==> src/rtl/wlan_led_ctrl.sv <==
module wlan_led_ctrl #(
  parameter int HALF_CYC = 2_200_000,
  parameter int ACT_HOLD = 4_400_000,
  parameter int BCN_W    = 24
) (
  input  logic             clk,
  input  logic             rst_n,
  input  logic             pwr_on,
  input  logic             deep_sleep,
  input  logic             assoc_ok,
  input  logic             ibss_joined,
  input  logic             beacon_rx,
  input  logic [BCN_W-1:0] bcn_limit,
  input  logic             tx_frame,
  input  logic             rx_frame,
  output logic             led_pwr_n,
  output logic             led_link_n,
  output logic             led_act_n
);
  localparam int PW = (HALF_CYC > 1) ? $clog2(HALF_CYC) : 1;
  localparam int AW = $clog2(ACT_HOLD + 1);
  localparam logic [PW-1:0] PRE_LAST = PW'(HALF_CYC - 1);
  localparam logic [AW-1:0] ACT_LOAD = AW'(ACT_HOLD);

  logic          run;
  logic          phase;
  logic [PW-1:0] pre_cnt;
  logic [BCN_W-1:0] bcn_cnt;
  logic [AW-1:0] act_cnt;
  logic          frame_seen;
  logic          link_up;
  logic          act_up;

  assign frame_seen = tx_frame | rx_frame;
  assign link_up    = assoc_ok | (bcn_cnt != '0);
  assign act_up     = (act_cnt != '0) & ~deep_sleep;

  always_ff @(posedge clk or negedge rst_n) begin
    if (!rst_n) run <= 1'b0;
    else        run <= 1'b1;
  end

  always_ff @(posedge clk or negedge rst_n) begin
    if (!rst_n) begin
      pre_cnt <= '0;
      phase   <= 1'b0;
    end else if (pre_cnt == PRE_LAST) begin
      pre_cnt <= '0;
      phase   <= ~phase;
    end else begin
      pre_cnt <= pre_cnt + 1'b1;
    end
  end

  always_ff @(posedge clk or negedge rst_n) begin
    if (!rst_n)                     bcn_cnt <= '0;
    else if (!ibss_joined)          bcn_cnt <= '0;
    else if (beacon_rx)             bcn_cnt <= bcn_limit;
    else if (bcn_cnt != '0)         bcn_cnt <= bcn_cnt - 1'b1;
  end

  always_ff @(posedge clk or negedge rst_n) begin
    if (!rst_n)                     act_cnt <= '0;
    else if (frame_seen)            act_cnt <= ACT_LOAD;
    else if (act_cnt != '0)         act_cnt <= act_cnt - 1'b1;
  end

  assign led_pwr_n  = ~(run & pwr_on);
  assign led_link_n = ~(run & link_up & phase);
  assign led_act_n  = ~(run & act_up & phase);


  pwr_off_dark_chk: assert property (@(posedge clk) disable iff (!rst_n)
    !pwr_on |-> led_pwr_n);


  phase_wrap_chk: assert property (@(posedge clk) disable iff (!rst_n)
    (phase != $past(phase)) |-> ($past(pre_cnt) == PRE_LAST));


  bcn_load_chk: assert property (@(posedge clk) disable iff (!rst_n)
    (beacon_rx && ibss_joined) |=> (bcn_cnt == $past(bcn_limit)));


  bcn_drop_chk: assert property (@(posedge clk) disable iff (!rst_n)
    !ibss_joined |=> (bcn_cnt == '0));


  act_reload_chk: assert property (@(posedge clk) disable iff (!rst_n)
    frame_seen |=> (act_cnt == ACT_LOAD));


  sleep_act_dark_chk: assert property (@(posedge clk) disable iff (!rst_n)
    deep_sleep |-> led_act_n);
endmodule

==> config.mk <==
export PLATFORM = sky130hd
export DESIGN_NAME = wlan_led_ctrl
export DESIGN_NICKNAME = d
export VERILOG_FILES = /design/src/rtl/wlan_led_ctrl.sv
export SDC_FILE = /design/constraint.sdc
export NUM_CORES = 1
export LEC_CHECK = 0
export BUFFER_PORTS_ARGS = -buffer_cell sky130_fd_sc_hd__buf_2
export CAP_MARGIN = 10
export CORE_UTILIZATION = 40
export CTS_CLUSTER_DIAMETER = 40
export DETAILED_ROUTE_END_ITERATION = 8
export HOLD_SLACK_MARGIN = 0.02
export PLACE_DENSITY = 0.69
export REMOVE_ABC_BUFFERS = 1
export SYNTH_ARGS = -nofsm -noshare
export SYNTH_HDL_FRONTEND = slang
export SYNTH_SLANG_ARGS = --single-unit
export TNS_END_PERCENT = 5
==> constraint.sdc <==
create_clock -name clk -period 2.45 [get_ports clk]
set_input_delay 0.245 -clock clk [delete_from_list [all_inputs] [get_ports clk]]
set_output_delay 0.245 -clock clk [all_outputs]
set_load 0.02 [all_outputs]
## Word-level counts from Yosys, hierarchy flattened

Cells that the tools add are included.

- Register bits: 71
- Latch bits: 0
- Bits in writable memories: 0
- Bits in read-only memories: 0
- Output and inout port bits: 3
- Logic and storage cells: 32
- Memories kept: 0

- $add $sub $neg: 3
- $mul: 0
- Div/mod/pow operators: 0
- $lt $le $gt $ge: 0
- Eq/ne operators: 2
- Shifts and indexed selects: 0
- Mux-type cells: 6
- Bitwise operators: 13
- Reduce and logical (&&, ||, !) cells: 3

Operators by type and width:

| operator | number |
|---|---|
| 24-bit two-way mux | 3 |
| 23-bit two-way mux | 2 |
| 24-bit nonzero test | 1 |
| 24-bit by 1-bit subtractor with 24-bit output, second input constant | 1 |
| 23-bit nonzero test | 1 |
| 23-bit by 1-bit subtractor with 23-bit output, second input constant | 1 |
| 22-bit by 1-bit adder with 22-bit output, second input constant | 1 |
| 22-bit equality test, second input constant | 1 |
| 22-bit two-way mux | 1 |
| 1-bit bitwise AND | 6 |
| 1-bit NOT | 5 |
| 3-bit by 1-bit != test with 1-bit output, second input constant | 1 |
| 1-bit bitwise OR | 2 |
| 2-bit nonzero test | 1 |

## Logic depth before layout (Yosys ltp)

Gate-level depths: netlist (run 1).

- Depth in word-level cells: 5
- Mapped depth: 8
- Mapped depth without buffers: 7

## Least setup slack after synthesis (run 1)

No wires, ideal clock.

- Path kind: register -> register
- Start: register bcn_cnt[14]
- End: register bcn_cnt[14]
- Setup time: 0.146 ns
- Data arrival time: 2.340 ns
- Required time: 2.304 ns
- Setup slack: -0.036 ns
- Cell stages (with the launch flop): 7
- Buffers on the path: 1
- Cells stage by stage: dfrtp_1 > or4_4 > or3_4 > or4_4 > o41ai_2 > buf_2 > a211oi_1

- Longest elaborated chain between the ends: 4
- Elaborated cells on any way between the ends: 6
- Those cells by class: 1 x add/sub; 1 x eq/ne; 3 x mux; 1 x reduce/logical

RTL lines:

| element | line | RTL |
|---|---|---|
| from (decl) | 28 | `logic [BCN_W-1:0] bcn_cnt;` |
| from (signal assigned) | 58 | `else if (beacon_rx) bcn_cnt <= bcn_limit;` |
| from (signal assigned) | 59 | `else if (bcn_cnt != '0) bcn_cnt <= bcn_cnt - 1'b1;` |
| 24-bit by 1-bit subtractor with 24-bit output | 59 |  |
| 24-bit two-way mux | 59 |  |
| 24-bit two-way mux | 58 |  |
| 24-bit two-way mux | 57 | `else if (!ibss_joined) bcn_cnt <= '0;` |

Parallel ways exist; a longest one is shown, timed or not. The select of a mux whose other input is x is not followed.
A chain may end at the register's enable or synchronous reset.

## Worst setup path after layout (run 1)

- Start: register act_cnt[11]
- End: output led_act_n

- Longest elaborated chain between the ends: 5

RTL lines:

| element | line | RTL |
|---|---|---|
| from (decl) | 29 | `logic [AW-1:0] act_cnt;` |
| from (signal assigned) | 65 | `else if (act_cnt != '0) act_cnt <= act_cnt - 1'b1;` |
| 23-bit nonzero test | 36 | `assign act_up = (act_cnt != '0) & ~deep_sleep;` |
| 1-bit bitwise AND | 36 |  |
| 1-bit bitwise AND (2 in series) | 70 | `assign led_act_n = ~(run & act_up & phase);` |
| 1-bit NOT | 70 |  |
| to (decl) | 18 | `output logic led_act_n` |

Every way passes these cells.

==> run_results.csv, run 1 <==
group,metric,value,unit
global_routing,antenna_found_initial,0,
synth,ys_seq_area_share,46.3,%
synth,synthCells,409,
sta,timing.fmax,413,MHz
floorplanning,start_util,41.4,%
drt,ant_nets,0,
clock_network,clkTransAtPathRegs,0.08,ns
layout,seqCellArea,1780,um2
status,outcome,"finished clean",
sta,timing.final.max_slew_violations,0,
setup_path,arrival,2.17,ns
clock_network,clock_latency,0.34,ns
layout,antenna_cells,0,
setup_path,regToRegEndpoint,"bcn_cnt[18]",
layout,stdcell_count,595,
synth,synth_ff_type,"dfrtp_1",
setup_path,rr_worst_depth,6,
sta,post-route-period-util,98.7,%
placement,detailedPlacementHpwl,6.17,mm
min_path,hold_path_end,"bcn_cnt[20]",
layout,stdcell_area,4530,um2
sta,fin_crit,2.42,ns
layout,area_delta_synth_final,18.0,%
clock_network,cts_buffers,9,
power,vdd_drop_max,0.000338,V
global_routing,grt_overflow_total,0,
synth,async_flop_share,100,%
global_routing,grt_use_total,18.2,%
placement,dpl.cell_count,572,
setup_path,critPathCaptureType,"primary output",
clock_network,cts_buffer_depth,2,
clock_network,cts.htree.levels,3,
sta,grt_setup_unrepaired,"yes",
drt,dr.pass1.iters,4,
setup_path,critPathLaunchType,"register",
placement,portBuffers,35,
synth,yosysUniqueCellTypes,47,
sta,fin_worst_skew,0.0116,ns
power,powerDensity,574,nW/um2
layout,n_fill_cell,895,
power,power,2.60,mW
clock_network,cts_tree,"done",
drt,wire_per_inst,14.8,um
layout,nNetsFinal,498,
layout,multi_input_area,2030,um2
min_path,min_path_type,"input port to register",
synth,synth_area_per_cell,9.39,um2
placement,place_area,4230,um2
global_routing,grt_pass1_vias,3099,
layout,drive_above_1_share,18.5,%
power,p_leak,1.91,nW
min_path,holdPathStages,3,
placement,place.gp.congestion,0.894,
min_path,holdCritStartpoint,"bcn_limit[20]",
synth,synth_seq_cells,71,
drt,drt_first_iter_violations,136,
setup_path,reg2reg_from,"bcn_cnt[14]",
clock_network,cts-root-buf,"clkbuf_8",
synth,yosys_warnings,0,
drt,drc_errors,0,
synth,synth_edf_count,0,
drt,viasPerCell,5.45,
setup_path,cp_max_fo,7,
sta,tightest_slew,0.785,ns
floorplanning,fp.dieH,100,um
setup_path,worst_ep_required_time,2.20,ns
floorplanning,die_x,100,um
setup_path,path_class,"register to primary output",
synth,syn_area,3840,um2
sta,hold_viol_final,0,
floorplanning,rows,35,
sta,setup-tns-final,0,ns
global_routing,grt_max_degree,46,
global_routing,grt_pass1_wl,14.3,mm
sta,max-slew-margin-rel,47.4,%
run,maxCapViolations,0,
clock_network,cts.sinks,71,
drt,drt-total-wl,8.81,mm
layout,final_common_cell,"dfrtp_1",
floorplanning,coreArea,9280,um2
sta,hold_ws,0.109,ns
setup_path,reg2reg_slack,0.08,ns
floorplanning,io_pins,36,
sta,setup_viol,0,
drt,vias,3244,
floorplanning,die_area,10000,um2
layout,final_cell_mix,"dfrtp_1 (71), nor2_1 (42), nand2_1 (39), buf_2 (34), xnor2_1 (30)",
## synthesized netlist by cell type (2+ instances only)
cell type	instances	area [um2]
ha_1	4	50.1
nand2b_1	4	25.0
o211ai_1	4	30.0
or3_1	11	68.8
or4_4	2	22.5
mux2i_1	10	100
a21boi_0	2	15.0
nor3_1	19	95.1
buf_1	2	7.51
and3_1	8	50.1
nand3_1	23	115
xnor2_1	30	263
inv_1	8	30.0
o21ai_0	15	75.1
nand2_1	39	146
nor4_1	12	75.1
or4_1	11	82.6
or2_2	6	37.5
o41ai_1	2	17.5
clkbuf_1	10	37.5
nand4_1	6	37.5
a31oi_1	4	25.0
nor4b_1	2	17.5
and4_1	4	35.0
nor2b_1	2	12.5
a211oi_1	7	52.6
and2_1	6	37.5
dfrtp_1	71	1780
o31ai_1	6	45.0
nand4b_1	2	17.5
nor2_1	42	158
a21oi_1	5	25.0
xor2_1	14	123
o311ai_0	2	17.5
buf_2	2	10.0
## power by group
group	internal (mW)	switching [mW]	total [mW]
sequential	1.21	0.0488	1.26
clock	0.499	0.436	0.935
combinational	0.179	0.226	0.405
## layer usage
layer | GRT usage, % | vias to the layer above | part of all wire, %
li1 | - | 1577 | -
met1 | 22.5 | 1586 | 45
met2 | 30.5 | 64 | 50
met3 | 4.94 | 17 | 3.0
met4 | 7.02 | 0 | 1.8
met5 | 0 | - | 0
## critical path: stages, from the launching register on
cell      delay [ns]
dfrtp_1         0.40
or4_4           0.57
nor4_2          0.17
buf_4           0.20
nand4_1         0.17
nand4b_1        0.16
buf_4           0.15
## repair_timing
item | CTS | global route
cloned | 0 | 0
setup buffers | 2 | 4
endpoints found under the hold margin | 26 | 0
pin swaps | 2 | 3
hold buffers | 1 | 0
setup endpoints to repair | 9 | 3
resized for setup | 0 | 11
## worst max path at each step
stage                           start          end  slack [ns]
after floorplan           bcn_cnt[14]  bcn_cnt[10]       -0.22
after detailed placement  bcn_cnt[14]  bcn_cnt[14]       -0.02
after global routing      act_cnt[11]    led_act_n       -0.08
after global placement    bcn_cnt[14]   bcn_cnt[0]        0.02
after CTS                 act_cnt[11]    led_act_n       -0.07
final                     act_cnt[11]    led_act_n        0.03
## registers in the layout (all words and copies together) (netlist names)
name     cells
bcn_cnt     24
act_cnt     23
pre_cnt     22
phase        1
run          1
## area by class of cell
cell class              instances  area share [%]
clock buffers                  13            3.29
repair buffers                 55            7.56
flip-flops and latches         71            39.2
well taps                     129            3.56
multi-input cells             315            44.7
inverters                       9           0.745
clock inverters                 3           0.939
## kinds of logic after synthesis
| family | Yosys count | share of synthesized area [%] |
|---|---|---|
| XOR/XNOR | 44 | 10.0 |
| other | 1 | 0.0977 |
| multiplexers | 10 | 2.61 |
| AND/OR/NAND/NOR | 202 | 27.7 |
| flip-flops | 71 | 46.3 |
| adder cells (fa/ha/maj) | 4 | 1.30 |
| buffers and inverters | 23 | 2.31 |
| AO/OA/AOI/OAI | 54 | 9.68 |
## stage by stage
step | utilization (%) | worst slack, ns
2_1_floorplan | - | -0.221
6_report | 48.8 | 0.0311
3_3_place_gp | 45.6 | 0.0223
4_1_cts | 47.9 | -0.0699
5_1_grt | 48.8 | -0.0777
3_5_place_dp | 45.6 | -0.0162
Note: power is estimated with default switching activity, not from simulation.
==> run 2: changes to the inputs <==
- ABC_AREA: default -> 1
- PLACE_DENSITY: 0.69 -> 0.68
==> run 2 against run 1 <==
  * The run now ends with hold timing left
  * Area after synthesis increased by 19%
  * Non-clock buffer count fell by 18
  * Routed wire length increased by 24%
  * Sequential power barely moved
  * Maximum frequency grew 7.7%
  * Global-route usage up 2.0 points
  * Total power grew 19%
  * Combinational power is 5.9% higher
  * Design area up 15%
  * Critical path depth up 3
  * Largest cell class unchanged
  * Largest power group is now the clock network
==> run_results.csv, run 2 <==
group,metric,value,unit
sta,post-route-period-util,91.6,%
setup_path,critPathLaunchType,"register",
layout,stdcell_area,5200,um2
min_path,min_path_type,"input port to asynchronous set/reset pin",
setup_path,rr_worst_depth,7,
setup_path,critPathCaptureType,"primary output",
drt,drt-total-wl,10.9,mm
synth,yosysUniqueCellTypes,38,
setup_path,cpMostUsedCell,"nand2_1",
sta,hold_viol_final,2,
clock_network,clkTransAtPathRegs,0.06,ns
clock_network,clock_latency,0.34,ns
floorplanning,fp.dieH,109,um
synth,synth_area_per_cell,6.92,um2
synth,synth_seq_cells,71,
layout,stdcell_count,842,
synth,synth_top_cell_area_share,39.0,%
run,maxCapViolations,0,
synth,ys_seq_area_share,39.0,%
layout,area_delta_synth_final,14.3,%
placement,portBuffers,35,
sta,fin_crit,2.25,ns
sta,timing.final.max_slew_violations,0,
clock_network,cts_buffer_depth,2,
floorplanning,start_util,41.5,%
sta,max-slew-margin-rel,41.8,%
sta,setup_viol,0,
synth,yosys-top-cells-count,"nand2_1 (157), nor2_1 (135), inv_1 (74)",
placement,place.gp.congestion,0.971,
synth,synth_edf_count,0,
layout,n_fill_cell,1105,
drt,ant_nets,0,
global_routing,antenna_found_initial,0,
power,vdd_drop_max,0.000351,V
synth,synth_ff_type,"dfrtp_1",
drt,wire_per_inst,13.0,um
setup_path,startpoint,"act_cnt[0]",
placement,dpl.cell_count,827,
sta,hold_ws,-0.00314,ns
setup_path,worst_ep_required_time,2.20,ns
setup_path,slowest_delay,0.40,ns
layout,final_common_cell,"nand2_1",
floorplanning,coreArea,11000,um2
sta,tightest_slew,0.873,ns
drt,drc_errors,0,
placement,place_area,4880,um2
global_routing,grt_max_degree,72,
layout,largest_reg_flops,24,
drt,dr.pass1.iters,4,
placement,dp_slack,0.501,ns
clock_network,ctsResizeCount,0,
floorplanning,die_x,109,um
setup_path,regToRegEndpoint,"bcn_cnt[1]",
drt,drt_first_iter_violations,323,
synth,synthMuxAreaShare,0,%
layout,nNetsFinal,735,
global_routing,grt_pass1_wl,18.5,mm
global_routing,grt_overflow_total,0,
sta,setup-tns-final,0,ns
layout,postLayoutCoreUtil,47.4,%
setup_path,worst_path_max_delay_cell,"dfrtp_1",
clock_network,post_cts_buffers,0,
power,power.internal,2.27,mW
power,p_comb_share,13.8,%
sta,grt_setup_unrepaired,"no",
layout,drive_above_1_share,13.1,%
synth,synth_compound_area_share,4.59,%
synth,synth-simple-area-share,43.3,%
sta,setup_slack,0.205,ns
power,powerDensity,596,nW/um2
power,p_switching,0.827,mW
clock_network,cts_buffers,9,
power,seq_power_share,40.5,%
setup_path,path_class,"register to primary output",
power,pwr-share-clk,45.7,%
status,outcome,"finished, violations left",
synth,synthCells,658,
placement,detailedPlacementHpwl,8.17,mm
power,p_leak,2.55,nW
clock_network,cts_tree,"done",
clock_network,cts.htree.levels,3,
drt,vias,4252,
clock_network,ctsHoldBuffers,0,
layout,top_register,"bcn_cnt",
floorplanning,die_area,11800,um2
synth,yosysMostFrequentCell,"nand2_1",
synth,synthAdderAreaFrac,1.10,%
layout,final_cell_mix,"nand2_1 (157), nor2_1 (135), inv_1 (74), dfrtp_1 (71), nand3_1 (64)",
floorplanning,io_pins,36,
synth,syn_area,4550,um2
layout,antenna_cells,0,
synth,synthTopCellsByArea,"dfrtp_1 (39%), nand2_1 (13%), nor2_1 (11%)",
synth,synthXorXnorAreaFrac,4.62,%
synth,async_flop_share,100,%
setup_path,reg2reg_from,"bcn_cnt[0]",
sta,timing.fmax,445,MHz
setup_path,arrival,2.00,ns
global_routing,grt_pass1_vias,3997,
clock_network,cts.sinks,71,
sta,fin_worst_skew,0.00749,ns
setup_path,reg2reg_slack,0.56,ns
global_routing,grt_use_total,20.2,%
drt,viasPerCell,5.05,
setup_path,crit_end,"led_act_n",
clock_network,cts-root-buf,"clkbuf_16",
floorplanning,rows,38,
layout,reg.largest.list,"bcn_cnt x24, act_cnt x23, pre_cnt x22",
synth,synth_top_family_by_area,"simple AND/OR/NAND/NOR gates",
status,violations,"hold timing",
power,power_switching_share,26.7,%
synth,yosys_warnings,0,
setup_path,crit_chain,"inv_1, ha_2, nand2_1, nor2_2, nand2_2, nor2_8, inv_2, nand2_1, buf_2",
setup_path,cp_max_fo,8,
synth,synth_area_leader_cell,"dfrtp_1",
run 2: changes by cell type in the layout (fill, tap and decap cells not counted), moves of 16 or more:
cell     change
buf_4       -16
xnor2_1     -27
nand3_1     +41
inv_1       +66
nor2_1      +93
nand2_1    +118
run 2: critical path, delay by kind of cell, from the launching register on:
family        cells  cell delay, ns
simple gates      5            0.69
buf+inv           3            0.35
flops             1            0.40
fa+ha+maj         1            0.24
run 2: area by class of cell:
class                           count  area [um2]  share of cell area (%)
Multi-Input combinational cell    501        2440                    47.0
Sequential cell                    71        1780                    34.1
Inverter                           78         294                    5.65
Clock buffer                       10         239                    4.59
Timing Repair Buffer               37         193                    3.70
Tap cell                          140         175                    3.37
Clock inverter                      5        81.3                    1.56
run 2: power by group through the flow:
stage / combinational [mW] / sequential, mW / clock (mW)
final: 0.429 / 1.26 / 1.42
after global routing: 0.492 / 1.26 / 1.51
after CTS: 0.431 / 1.26 / 1.45
after detailed placement: 0.427 / 1.28 / 0
after global placement: 0.423 / 1.27 / 0
after floorplan: 0.300 / 1.27 / 0
run 2: logic make-up after synthesis:
group	after synthesis
and+or+nand+nor	436
buffers and inverters	86
DFF	71
AOI/OAI and AO/OA	36
xor gates and xnor gates	24
adders and majority gates	4
other	1
run 2: routing by layer:
layer	vias to the layer above	track usage, %	wire length (um)
met5	-	0	0
met4	0	8.30	201
met3	21	4.66	591
met2	105	33.5	5090
met1	1956	25.3	5050
li1	2170	-	-
run 2: worst min path at each step:
stage / endpoint / slack [ns] / depth (start not counted)
2_1_floorplan: act_cnt[0] / -0.05 / 0
3_3_place_gp: bcn_cnt[2] / 0.42 / 1
3_5_place_dp: bcn_cnt[2] / 0.43 / 1
4_1_cts: bcn_cnt[2] / 0.07 / 1
5_1_grt: bcn_cnt[2] / 0.12 / 1
6_report: bcn_cnt[3] / -0.003 / 1
run 2: stage by stage:
stage	hold slack, ns	total power [mW]
5_1_grt	0.123	3.26
2_1_floorplan	-0.0506	1.57
6_report	-0.00314	3.10
3_5_place_dp	0.431	1.70
3_3_place_gp	0.424	1.70
4_1_cts	0.0673	3.14
